**src/rtl/ide_irq_router_pkg.sv**
```systemverilog
package ide_irq_router_pkg;

    localparam int unsigned CH_N     = 2;
    localparam int unsigned BYTE_W   = 8;
    localparam int unsigned ID_BITS  = 4;
    localparam int unsigned ID_SEL_W = $clog2(ID_BITS);
    localparam int unsigned TF_IDX_W = 3;

    // one-hot-per-class decode of the current bus address
    typedef struct packed {
        logic                cfg;
        logic [CH_N-1:0]     ien;
        logic [CH_N-1:0]     stat;
        logic [CH_N-1:0]     alt;
        logic [CH_N-1:0]     tf;
        logic                id;
        logic [ID_SEL_W-1:0] id_bit;
    } hit_t;

    typedef struct packed {
        logic [CH_N-1:0]   en;
        logic [BYTE_W-1:0] cfg;
    } ctl_state_t;

endpackage

```
**src/rtl/irq_level_sync.sv**
```systemverilog
module irq_level_sync #(
    parameter int unsigned WIDTH  = 2,
    parameter int unsigned STAGES = 2
) (
    input  logic             clk,
    input  logic             rst_n,
    input  logic [WIDTH-1:0] async_in,
    output logic [WIDTH-1:0] level_out
);

    logic [STAGES-1:0][WIDTH-1:0] stage_d, stage_q;

    always_comb begin
        stage_d[0] = async_in;
        for (int s = 1; s < STAGES; s++) begin
            stage_d[s] = stage_q[s-1];
        end
    end

    always_ff @(posedge clk or negedge rst_n) begin
        if (!rst_n) stage_q <= '0;
        else        stage_q <= stage_d;
    end

    assign level_out = stage_q[STAGES-1];

endmodule

```
**src/rtl/bus_addr_decode.sv**
```systemverilog
module bus_addr_decode
    import ide_irq_router_pkg::*;
#(
    parameter int unsigned ADDR_W       = 14,
    parameter int unsigned CH0_BASE     = 'h2000,
    parameter int unsigned CH_STRIDE    = 'h1000,
    parameter int unsigned IEN_OFS      = 'h200,
    parameter int unsigned STAT_OFS     = 'h290,
    parameter int unsigned ALT_OFS      = 'h380,
    parameter int unsigned ID_OFS       = 'h280,
    parameter int unsigned ID_STEP      = 4,
    parameter int unsigned TF_SPAN_LOG2 = 9
) (
    input  logic [ADDR_W-1:0] addr,
    output hit_t              hit
);

    logic [CH_N-1:0]    ien_v, stat_v, alt_v, tf_v;
    logic [ID_BITS-1:0] id_v;

    for (genvar c = 0; c < CH_N; c++) begin : g_ch
        localparam logic [ADDR_W-1:0] BASE = ADDR_W'(CH0_BASE + c * CH_STRIDE);
        assign ien_v[c]  = (addr == BASE + ADDR_W'(IEN_OFS));
        assign stat_v[c] = (addr == BASE + ADDR_W'(STAT_OFS));
        assign alt_v[c]  = (addr == BASE + ADDR_W'(ALT_OFS));
        assign tf_v[c]   = (addr[ADDR_W-1:TF_SPAN_LOG2] == BASE[ADDR_W-1:TF_SPAN_LOG2]);
    end

    for (genvar k = 0; k < ID_BITS; k++) begin : g_id
        assign id_v[k] = (addr == ADDR_W'(CH0_BASE + ID_OFS + k * ID_STEP));
    end

    always_comb begin
        hit        = '0;
        hit.cfg    = (addr == '0);
        hit.ien    = ien_v;
        hit.stat   = stat_v;
        hit.alt    = alt_v;
        hit.tf     = tf_v;
        hit.id     = |id_v;
        for (int k = 0; k < ID_BITS; k++) begin
            if (id_v[k]) hit.id_bit = ID_SEL_W'(k);
        end
    end

endmodule

```
**src/rtl/irq_ctl_regs.sv**
```systemverilog
module irq_ctl_regs
    import ide_irq_router_pkg::*;
#(
    parameter int unsigned DMA_BIT = 0,
    parameter int unsigned EXT_BIT = 5
) (
    input  logic              clk,
    input  logic              rst_n,
    input  logic              bus_rd,
    input  logic              bus_wr,
    input  logic [BYTE_W-1:0] wdata,
    input  logic              cfg_hit,
    input  logic [CH_N-1:0]   ien_hit,
    output logic [CH_N-1:0]   irq_en,
    output logic [BYTE_W-1:0] cfg_val
);

    localparam logic [BYTE_W-1:0] CFG_MASK = BYTE_W'((1 << DMA_BIT) | (1 << EXT_BIT));

    ctl_state_t state_d, state_q;

    always_comb begin
        state_d = state_q;
        for (int c = 0; c < CH_N; c++) begin
            // a write outranks a read landing on the same latch
            if (bus_wr && ien_hit[c])      state_d.en[c] = 1'b1;
            else if (bus_rd && ien_hit[c]) state_d.en[c] = 1'b0;
        end
        if (bus_wr && cfg_hit) state_d.cfg = wdata & CFG_MASK;
    end

    always_ff @(posedge clk or negedge rst_n) begin
        if (!rst_n) state_q <= '0;
        else        state_q <= state_d;
    end

    assign irq_en  = state_q.en;
    assign cfg_val = state_q.cfg;

    for (genvar c = 0; c < CH_N; c++) begin : g_chk

        en_set_chk: assert property (@(posedge clk) disable iff (!rst_n)
            (bus_wr && ien_hit[c]) |=> irq_en[c]);

        en_clr_chk: assert property (@(posedge clk) disable iff (!rst_n)
            (bus_rd && !bus_wr && ien_hit[c]) |=> !irq_en[c]);

        en_hold_chk: assert property (@(posedge clk) disable iff (!rst_n)
            !(ien_hit[c] && (bus_rd || bus_wr)) |=> $stable(irq_en[c]));
    end


    cfg_wr_chk: assert property (@(posedge clk) disable iff (!rst_n)
        (bus_wr && cfg_hit) |=> (cfg_val == ($past(wdata) & CFG_MASK)));


    cfg_hold_chk: assert property (@(posedge clk) disable iff (!rst_n)
        !(bus_wr && cfg_hit) |=> $stable(cfg_val));

endmodule

```
**src/rtl/ide_irq_router.sv**
```systemverilog
module ide_irq_router
    import ide_irq_router_pkg::*;
#(
    parameter int unsigned        ADDR_W      = 14,
    parameter logic [ID_BITS-1:0] BOARD_ID    = 4'd3,
    parameter int unsigned        SYNC_STAGES = 2,
    parameter int unsigned        DMA_BIT     = 0,
    parameter int unsigned        EXT_BIT     = 5,
    parameter int unsigned        TF_IDX_LSB  = 6
) (
    input  logic                clk,
    input  logic                rst_n,
    input  logic [ADDR_W-1:0]   bus_addr,
    input  logic                bus_rd,
    input  logic                bus_wr,
    input  logic [BYTE_W-1:0]   bus_wdata,
    output logic [BYTE_W-1:0]   bus_rdata,
    input  logic [CH_N-1:0]     drv_irq,
    output logic                host_irq,
    output logic [CH_N-1:0]     tf_cs,
    output logic [TF_IDX_W-1:0] tf_idx,
    output logic [CH_N-1:0]     alt_cs,
    output logic                dma_chan,
    output logic                ext_win_en
);

    hit_t              hit;
    logic [CH_N-1:0]   pend;
    logic [CH_N-1:0]   irq_en;
    logic [BYTE_W-1:0] cfg_val;
    logic              strobe;
    logic [BYTE_W-1:0] rdata_c;

    bus_addr_decode #(
        .ADDR_W (ADDR_W)
    ) u_dec (
        .addr (bus_addr),
        .hit  (hit)
    );

    irq_level_sync #(
        .WIDTH  (CH_N),
        .STAGES (SYNC_STAGES)
    ) u_sync (
        .clk       (clk),
        .rst_n     (rst_n),
        .async_in  (drv_irq),
        .level_out (pend)
    );

    irq_ctl_regs #(
        .DMA_BIT (DMA_BIT),
        .EXT_BIT (EXT_BIT)
    ) u_ctl (
        .clk     (clk),
        .rst_n   (rst_n),
        .bus_rd  (bus_rd),
        .bus_wr  (bus_wr),
        .wdata   (bus_wdata),
        .cfg_hit (hit.cfg),
        .ien_hit (hit.ien),
        .irq_en  (irq_en),
        .cfg_val (cfg_val)
    );

    assign strobe = bus_rd | bus_wr;

    always_comb begin
        rdata_c = '0;
        if (bus_rd) begin
            if (hit.cfg) rdata_c = cfg_val;
            for (int c = 0; c < CH_N; c++) begin
                if (hit.stat[c]) rdata_c = BYTE_W'(pend[c]);
            end
            if (hit.id) rdata_c = BYTE_W'(BOARD_ID[hit.id_bit]);
        end
    end

    assign bus_rdata  = rdata_c;
    assign host_irq   = |(pend & irq_en);
    assign tf_cs      = hit.tf & {CH_N{strobe}};
    assign alt_cs     = hit.alt & {CH_N{strobe}};
    assign tf_idx     = bus_addr[TF_IDX_LSB +: TF_IDX_W];
    assign dma_chan   = cfg_val[DMA_BIT];
    assign ext_win_en = cfg_val[EXT_BIT];


    tf_onehot_chk: assert property (@(posedge clk) disable iff (!rst_n)
        $onehot0(tf_cs));


    cs_excl_chk: assert property (@(posedge clk) disable iff (!rst_n)
        !((|tf_cs) && (|alt_cs)));


    rd_idle_chk: assert property (@(posedge clk) disable iff (!rst_n)
        !bus_rd |-> (bus_rdata == '0));

endmodule

```
**config.mk**
```make
export PLATFORM = sky130hd
export DESIGN_NAME = ide_irq_router
export DESIGN_NICKNAME = d
export VERILOG_FILES = /design/src/rtl/ide_irq_router_pkg.sv /design/src/rtl/irq_level_sync.sv /design/src/rtl/bus_addr_decode.sv /design/src/rtl/irq_ctl_regs.sv /design/src/rtl/ide_irq_router.sv
export SDC_FILE = /design/constraint.sdc
export NUM_CORES = 1
export LEC_CHECK = 0
export BUFFER_PORTS_ARGS = -buffer_cell sky130_fd_sc_hd__buf_2
export CAP_MARGIN = 20
export CORE_UTILIZATION = 36
export CTS_BUF_LIST = sky130_fd_sc_hd__clkbuf_4
export CTS_CLUSTER_SIZE = 10
export DETAILED_ROUTE_END_ITERATION = 10
export MAX_ROUTING_LAYER = met4
export PLACE_DENSITY = 0.8
export REMOVE_ABC_BUFFERS = 1
export SYNTH_ARGS = -nofsm -noshare
export SYNTH_HDL_FRONTEND = slang
export SYNTH_SLANG_ARGS = --single-unit
```
**constraint.sdc**
```tcl
create_clock -name clk -period 1.6 [get_ports clk]
set_input_delay 0.08 -clock clk [delete_from_list [all_inputs] [get_ports clk]]
set_output_delay 0.08 -clock clk [all_outputs]
set_load 0.01 [all_outputs]
```
# Yosys cells after proc, flatten, opt, wreduce, memory -nomap -nowiden
# Cells that the tools add are included.
[word_totals]
reg_bits = 8
input_bits = 28
word_cells = 46
[classes]
n_lt_le_gt_ge = 1
eq_ne = 12
mux = 14
bitwise_logic = 4
n_reduce_logical = 10
[op_table]
columns = ["operator", "n"]
rows = [
  ["14-bit equality test (second input constant)", 10],
  ["8-bit 2-to-1 mux", 4],
  ["14-bit logical NOT", 1],
  ["5-bit equality test (second input constant)", 2],
  ["2-bit bitwise AND", 3],
  ["1-bit 2-to-1 mux", 6],
  ["6-bit 2-to-1 mux", 1],
  ["1-bit logical AND", 5],
  ["2-bit 2-to-1 mux", 2],
  ["2-bit nonzero test", 2],
  ["4-bit OR reduction", 1],
  ["2-bit by 3-bit less-than comparator with 1-bit output (second input constant)", 1],
  ["1-bit binary-select mux with 2-bit select", 1],
  ["2-bit OR reduction", 1],
  ["1-bit OR", 1],
]

# Logic depth before layout (Yosys ltp)
# Gate-level depths: netlist (run 1).
[logic_depth]
depth_word = 8
ltp_mapped = 4

# Modules after synthesis
# Synthesis (run 1) repeated with hierarchy kept, for this count alone.
[unflattened]
hier_cells = 83
hier_area_um2 = 840.8
[by_module_without_submodules]
columns = ["mod", "n_inst", "cells_each", "area_per_inst_um2"]
rows = [
  ["bus_addr_decode", 1, 30, 305.3],
  ["ide_irq_router", 1, 31, 222.7],
  ["irq_ctl_regs", 1, 18, 212.7],
  ["irq_level_sync", 1, 4, 100.1],
]

# Least setup slack after synthesis (run 1)
# Ideal clock, no wire load.
[synth_path]
kind = "input port to output port"
start = "in bus_addr[3]"
end = "out bus_rdata[0]"
arrival_time_ns = 1.380
path_slack_ns = 0.140
path_stages = 3
n_path_buf = 0
cell_sequence = "or4_4 or4_1 a41oi_1"
[synth_via]
elab_chain_cells = 8
elab_cells_between_ends = 18
cone_classes = "eq/ne: 6; mux: 10; reduce/logical: 2"
[synth_lines]
columns = ["element", "line", "source"]
rows = [
  ["from (decl)", "ide_irq_router.sv:13", "input logic [ADDR_W-1:0] bus_addr,"],
  ["14-bit equality test", "bus_addr_decode.sv:30", "assign id_v[k] = (addr == ADDR_W'(CH0_BASE + ID_OFS + k * ID_STEP));"],
  ["1-bit 2-to-1 mux", "bus_addr_decode.sv:42", "if (id_v[k]) hit.id_bit = ID_SEL_W'(k);"],
  ["2-bit 2-to-1 mux (2 in series)", "bus_addr_decode.sv:42", ""],
  ["1-bit binary-select mux with 2-bit select", "ide_irq_router.sv:75", "if (hit.id) rdata_c = BYTE_W'(BOARD_ID[hit.id_bit]);"],
  ["1-bit 2-to-1 mux (implied by the code)", "ide_irq_router.sv:75", ""],
  ["8-bit 2-to-1 mux (*)", "ide_irq_router.sv:75", ""],
  ["8-bit 2-to-1 mux (*)", "ide_irq_router.sv:70", "if (bus_rd) begin"],
  ["to (decl)", "ide_irq_router.sv:17", "output logic [BYTE_W-1:0] bus_rdata,"],
]
# Mark *: on every way between the ends. The rest lies on a longest branch, timed or not. The select of a mux whose other input is x is not followed.

# Worst setup path in the final report (run 1)
[layout_path]
start = "in bus_addr[0]"
end = "out bus_rdata[0]"
# The elaborated chain is that of the path after synthesis.

==> impl_metrics.csv, run 1 <==
group,metric,value,unit
status,run_status,"finished, violations left",
status,violations_in_the_final_reports,"negative setup slack",
logic_synthesis,most_instantiated_cells_after_synthesis,"buf_4 (9), dfrtp_1 (8), nor2_1 (6), o21ai_0 (6)",
logic_synthesis,synthFlopType,"dfrtp_1",
timing,period_minus_slack,1.62,ns
timing,rsz0062_at_grt,"true",
setup_path,endpoint_kind,"output port",
layout,drive_gt1_share,50.0,%
timing,slew_viol_final,0,
layout,area_delta_synth_final,47.0,%
layout,net_total_in_the_final_layout,134,
timing,setup-violations-final,1,
logic_synthesis,average_size_of_a_mapped_cell,8.74,µm²
logic_synthesis,share_of_flip_flops_with_an_asynchronous_set_or_reset,100,%
layout,finalCoreUtilization,60.2,%
clock_tree,postCtsSetupRepairBufs,0,
pwr,clkPwrFrac,32.5,%
clock_tree,cts-htree-levels,1,
job,drv.max_cap_violation_count,0,
global_routing,grt_antenna_before_repair,0,
clock_tree,numCtsBuffers,3,
timing,post-route-period-util,101,%
pwr,power_frac_seq,47.4,%
global_routing,global_route_wire_length_before_repair,2.42,mm
clock_tree,clk_latency,0.24,ns
logic_synthesis,post_synth_num_cell_types,22,
setup_path,cp_max_fo,3,
detailed_routing,drt_wl_total,1.43,mm
die,design.die.area,1720,µm²
timing,fin_clk_skew,0.0000563,ns
logic_synthesis,yosysSeqAreaShare,35.8,%
setup_path,startpoint_of_the_most_critical_register_to_register_path,"u_ctl.cfg_val[0]$_DFFE_PN0P_",
global_routing,overall_global_routing_usage,18.8,%
pwr,switching_share,24.8,%
timing,tightest_pin_transition,0.487,ns
logic_synthesis,synthesis.instances,64,
detailed_routing,vias_per_cell,5.13,
layout,fillerInstances,130,
layout,antennaDiodeCount,0,
detailed_routing,detailedRoute.firstPassIterationCount,4,
die,die_h,41.4,µm
die,design.portCount,46,
setup_path,setup.worst_path.start,"bus_addr[0]",
placement,gp_congestion,0.856,
timing,fmaxAchievable,618,MHz
logic_synthesis,postSynthRegisterBits,8,
placement,port_buffers,33,
logic_synthesis,synthDominantAreaCellType,"dfrtp_1",
global_routing,pin_count_of_the_biggest_net_entering_global_routing,9,
timing,timing.max_slew.rel_slack,67.0,%
detailed_routing,via_count,610,
clock_tree,cts_tree,"built",
logic_synthesis,synth_top_cells_by_area,"dfrtp_1 (36%), buf_4 (12%), o21ai_0 (5.4%)",
layout,area.sequential,200,µm²
timing,tns,-0.0175,ns
pwr,share_comb_of_total_power,20.1,%
timing,finalWorstSetupSlack,-0.0175,ns
die,die_w,41.4,µm
logic_synthesis,synthMostInstantiatedCell,"buf_4",
min_path,hold_path.startpoint,"bus_wdata[5]",
placement,dp_hpwl,1.07,mm
logic_synthesis,yosysWarningCount,0,
clock_tree,clk_root_buffer_cell,"clkbuf_4",
pwr,sw_power,0.110,mW
detailed_routing,detail_route.iter0.violations,8,
die,floorplan.initialDensity,40.9,%
layout,multiInputGateArea,330,µm²
setup_path,timing.critical_path.from_type,"input pin",
timing,worst_hold_margin,0.0683,ns
pwr,vdd_drop_max,0.411,mV
pwr,power_leakage,0.397,nW
pwr,internal_power,0.334,mW
logic_synthesis,synthDominantCellAreaShare,35.8,%
die,rows,13,
timing,finalHoldViolCount,0,
die,core_area,1370,µm²
detailed_routing,remaining_drc_errors,0,
clock_tree,worst_case_clock_buffer_depth,2,
setup_path,crit_type,"in2out",
clock_tree,cts.clk_slew.worst_paths,0.05,ns
detailed_routing,drt-wirelength-per-cell,12.0,µm
setup_path,worst_path_required,1.52,ns
setup_path,cp_data_arrival_time,1.54,ns
logic_synthesis,synth.cell_area,559,µm²
global_routing,overflow,0,
global_routing,grt_pass1_vias,607,
pwr,power-per-cell-area,540,nW/µm²
min_path,hp-class,"in2reg",
logic_synthesis,synth-edff-count,0,
detailed_routing,antenna_violating_nets_post_route,0,
clock_tree,cts_num_sinks,8,
[what timing repair did]
action / in CTS / in global routing
gates resized for setup: 3 / 5
hold buffers: 3 / 0
gates cloned: 0 / 0
pin swaps: 1 / 3
hold endpoints to repair: 10 / 0
endpoints found under the setup margin: 1 / 4
[registers in the layout, summed over array words and instances, names as in the netlist]
signal            cells
u_ctl.cfg_val         2
u_sync.stage_d        2
u_sync.level_out      2
u_ctl.irq_en          2
[layout by cell type (no fill, tap or decap), types with 3 or more instances in the layout]
master / Yosys / final
buf_2: 0 / 32
buf_4: 9 / 5
clkbuf_4: 0 / 3
conb_1: 1 / 6
dfrtp_1: 8 / 8
dlygate4sd3_1: 0 / 3
inv_1: 3 / 3
nand2_1: 4 / 4
nand3_1: 4 / 3
nand4_1: 3 / 3
nor2_1: 6 / 4
nor3_1: 4 / 4
o21ai_0: 6 / 6
[power groups by stage]
stage	clock (mW)	sequential, mW	combinational [mW]
after floorplan	0	0.213	0.0240
after global placement	0	0.213	0.0763
after detailed placement	0	0.213	0.0781
after CTS	0.155	0.210	0.0859
after global routing	0.162	0.210	0.0986
final	0.144	0.210	0.0891
[worst max-delay path, stage by stage]
cell     delay [ns]
buf_6          0.09
or4_4          0.55
or4_4          0.50
a41oi_2        0.16
buf_2          0.15
[stage by stage]
| stage | worst slack [ns] | total power, mW | area, µm² | std cells |
|---|---|---|---|---|
| after CTS | 0.00384 | 0.451 | 802 | 119 |
| after global routing | -0.0553 | 0.472 | 822 | 119 |
| after floorplan | 0.140 | 0.237 | 510 | 60 |
| after detailed placement | -0.0588 | 0.292 | 732 | 113 |
| after global placement | -0.0240 | 0.290 | 732 | 113 |
| final | -0.0175 | 0.444 | 822 | 119 |
[routing by layer]
layer / routed length, µm / GRT usage [%]
met1: 554 / 20.2
met4: 14 / 9.68
met3: 98 / 4.35
met2: 764 / 32.2
met5: 0 / -
[kinds of logic after synthesis]
group / after synthesis / share of synthesized area, %
AND/OR/NAND/NOR: 33 / 36.9
buffers and inverters: 12 / 14.1
AO/OA/AOI/OAI: 8 / 8.50
flip-flops: 8 / 35.8
multiplexers: 2 / 4.03
other: 1 / 0.670
[area by class of cell]
class | count | area share [%]
multi-input cells | 49 | 40.2
clock buffers | 3 | 2.74
flip-flops and latches | 8 | 24.4
well taps | 15 | 2.28
repair buffers | 41 | 29.1
inverters | 3 | 1.37
[path summary, 6_finish.rpt]
| path | slack (ns) | to | cells past startpoint |
|---|---|---|---|
| setup / recovery | -0.02 | bus_rdata[0] | 5 |
| hold / removal | 0.07 | u_ctl.cfg_val[5]$_DFFE_PN0P_ | 2 |
| setup reg to reg | 0.80 | u_ctl.cfg_val[0]$_DFFE_PN0P_ | 1 |
| hold reg to reg | 0.34 | u_sync.level_out[0]$_DFF_PN0_ | 0 |
| max in group asynchronous | 1.23 | u_ctl.irq_en[1]$_DFFE_PN0P_ | 2 |
| min in group asynchronous | 0.20 | u_ctl.cfg_val[5]$_DFFE_PN0P_ | 2 |
(Power assumes the default switching activity.)
==> inputs of run 2 (changes only) <==
Settings changed: BUFFER_PORTS_ARGS -buffer_cell sky130_fd_sc_hd__buf_2 to default, CTS_CLUSTER_DIAMETER from default to 100, DONT_BUFFER_PORTS from default to 1, PLACE_DENSITY 0.8 to 0.55.
==> run 2 against run 1 <==
  * The flow now finishes without violations
  * Maximum frequency is 3.7% higher
  * Clock power increased by 4%
  * Sequential share of layout area up 7.3 points
  * Clock skew rose by 0.0062 ns
==> impl_metrics.csv, run 2 (synthesis results as in run 1) <==
group,metric,value,unit
global_routing,overall_global_routing_usage,14.0,%
die,design.portCount,46,
detailed_routing,vias_per_cell,5.79,
placement,port_buffers,0,
job,drv.max_cap_violation_count,0,
layout,antennaDiodeCount,0,
clock_tree,worst_case_clock_buffer_depth,2,
placement,numPlacedInstances,76,
setup_path,crit_path_cell_trace,"inv_1 > or4_1 > a41oi_2",
detailed_routing,detailedRoute.firstPassIterationCount,4,
timing,finalHoldViolCount,0,
setup_path,cp_slowest_stage_delay,0.56,ns
detailed_routing,drt-wirelength-per-cell,14.2,µm
die,rows,13,
detailed_routing,via_count,492,
min_path,hp-class,"in2reg",
pwr,power_leakage,0.241,nW
layout,finish.cell_count_without_fillers,85,
placement,gp_congestion,0.886,
detailed_routing,detail_route.iter0.violations,6,
die,core_area,1370,µm²
die,design.die.area,1720,µm²
clock_tree,postCtsSetupRepairBufs,0,
timing,slew_viol_final,0,
pwr,power_frac_seq,52.0,%
global_routing,overflow,0,
timing,fin_clk_skew,0.00627,ns
timing,post-route-period-util,97.4,%
global_routing,grt_pass1_vias,450,
setup_path,crit_type,"reg2out",
clock_tree,clk_root_buffer_cell,"clkbuf_4",
clock_tree,clk_latency,0.25,ns
pwr,clkPwrFrac,37.1,%
pwr,share_comb_of_total_power,10.8,%
clock_tree,cts_num_sinks,8,
layout,area_delta_synth_final,13.2,%
global_routing,grt_antenna_before_repair,0,
die,die_h,41.4,µm
setup_path,critical-path-slowest-cell,"or4_1",
layout,layout.cells.most_common,"dfrtp_1",
pwr,internal_power,0.315,mW
pwr,switching_share,22.1,%
timing,fmaxAchievable,641,MHz
clock_tree,cts_tree,"built",
clock_tree,numCtsBuffers,3,
timing,timing.max_slew.rel_slack,65.3,%
setup_path,endpoint_kind,"output port",
timing,setup-violations-final,0,
timing,finalWorstSetupSlack,0.0408,ns
pwr,sw_power,0.0894,mW
layout,net_total_in_the_final_layout,100,
status,run_status,"completed",
setup_path,timing.critical_path.from_type,"flip-flop",
placement,dp_hpwl,902,µm
layout,highest_count_cells_in_the_layout_ignoring_fill_and_taps,"dfrtp_1 (8), nor2_1 (6), o21ai_0 (6), conb_1 (6), dlygate4sd3_1 (6)",
timing,tightest_pin_transition,0.514,ns
setup_path,cp_data_arrival_time,1.48,ns
detailed_routing,antenna_violating_nets_post_route,0,
detailed_routing,remaining_drc_errors,0,
global_routing,global_route_wire_length_before_repair,1.83,mm
clock_tree,cts.clk_slew.worst_paths,0.06,ns
timing,worst_hold_margin,0.0647,ns
layout,drive_gt1_share,15.7,%
setup_path,worst_path_required,1.52,ns
die,die_w,41.4,µm
pwr,power-per-cell-area,638,nW/µm²
timing,period_minus_slack,1.56,ns
clock_tree,cts-htree-levels,1,
detailed_routing,drt_wl_total,1.21,mm
setup_path,cp_max_fo,2,
pwr,vdd_drop_max,0.426,mV
global_routing,pin_count_of_the_biggest_net_entering_global_routing,9,
placement,dpl_worst_slack,0.0842,ns
die,floorplan.initialDensity,40.9,%
## run 2: cell count changes in the layout (fill, tap and decap cells not counted), moves of 2 or more
cell,delta
buf_4,-4
nor2_1,+2
buf_2,-32
dlygate4sd3_1,+3
## run 2: metrics by stage
step	area (µm²)	setup TNS [ns]	utilization [%]	power, mW
global route	633	-0.0280	46.3	0.427
floorplan	510	0	-	0.237
finish	633	0	46.3	0.404
CTS	619	0	45.3	0.410
detailed placement	537	0	39.3	0.242
global placement	537	0	39.3	0.241
## run 2: what timing repair did
action                                  CTS  global route
endpoints found under the setup margin    0             1
resized for setup                         0             2
hold endpoints to repair                 13             0
hold buffers                              6             0
## run 2: routing by layer
metal	share of wire (%)	track usage, %
met2	50	23.1
met3	10	5.22
met4	0	2.58
met5	0	-
met1	40	16.5
## run 2: area by class of cell
cell class                 count  area [µm²]
fill                         143         733
multi-input combinational     49         313
sequential                     8         200
timing repair buffer           7        67.6
clock buffer                   3        22.5
tap                           15        18.8
inverter                       3        11.3
## run 2: worst paths after layout
| path | slack [ns] | cells after the start | from | endpoint |
|---|---|---|---|---|
| max in group asynchronous | 1.18 | 1 | rst_n | u_ctl.cfg_val[5]$_DFFE_PN0P_ |
| worst max register to register | 0.77 | 1 | u_ctl.cfg_val[0]$_DFFE_PN0P_ | u_ctl.cfg_val[0]$_DFFE_PN0P_ |
| worst min register to register | 0.34 | 0 | u_sync.stage_d[3]$_DFF_PN0_ | u_sync.level_out[1]$_DFF_PN0_ |
| worst min-delay path | 0.06 | 2 | bus_addr[12] | u_ctl.irq_en[1]$_DFFE_PN0P_ |
| worst max-delay path | 0.04 | 3 | u_sync.level_out[1]$_DFF_PN0_ | bus_rdata[0] |
| min in group asynchronous | 0.16 | 1 | rst_n | u_sync.level_out[1]$_DFF_PN0_ |
## run 2: power groups by stage
stage | Sequential [mW] | Clock [mW] | Combinational (mW)
CTS | 0.210 | 0.157 | 0.0432
finish | 0.210 | 0.150 | 0.0438
global placement | 0.214 | 0 | 0.0280
global route | 0.210 | 0.168 | 0.0486
detailed placement | 0.214 | 0 | 0.0281
floorplan | 0.213 | 0 | 0.0240
## run 2: critical path: cells and delay by family (launching register included)
kind	cells	cell delay, ns
flops	1	0.34
simple gates	1	0.56
buf+inv	1	0.05
compound gates	1	0.28
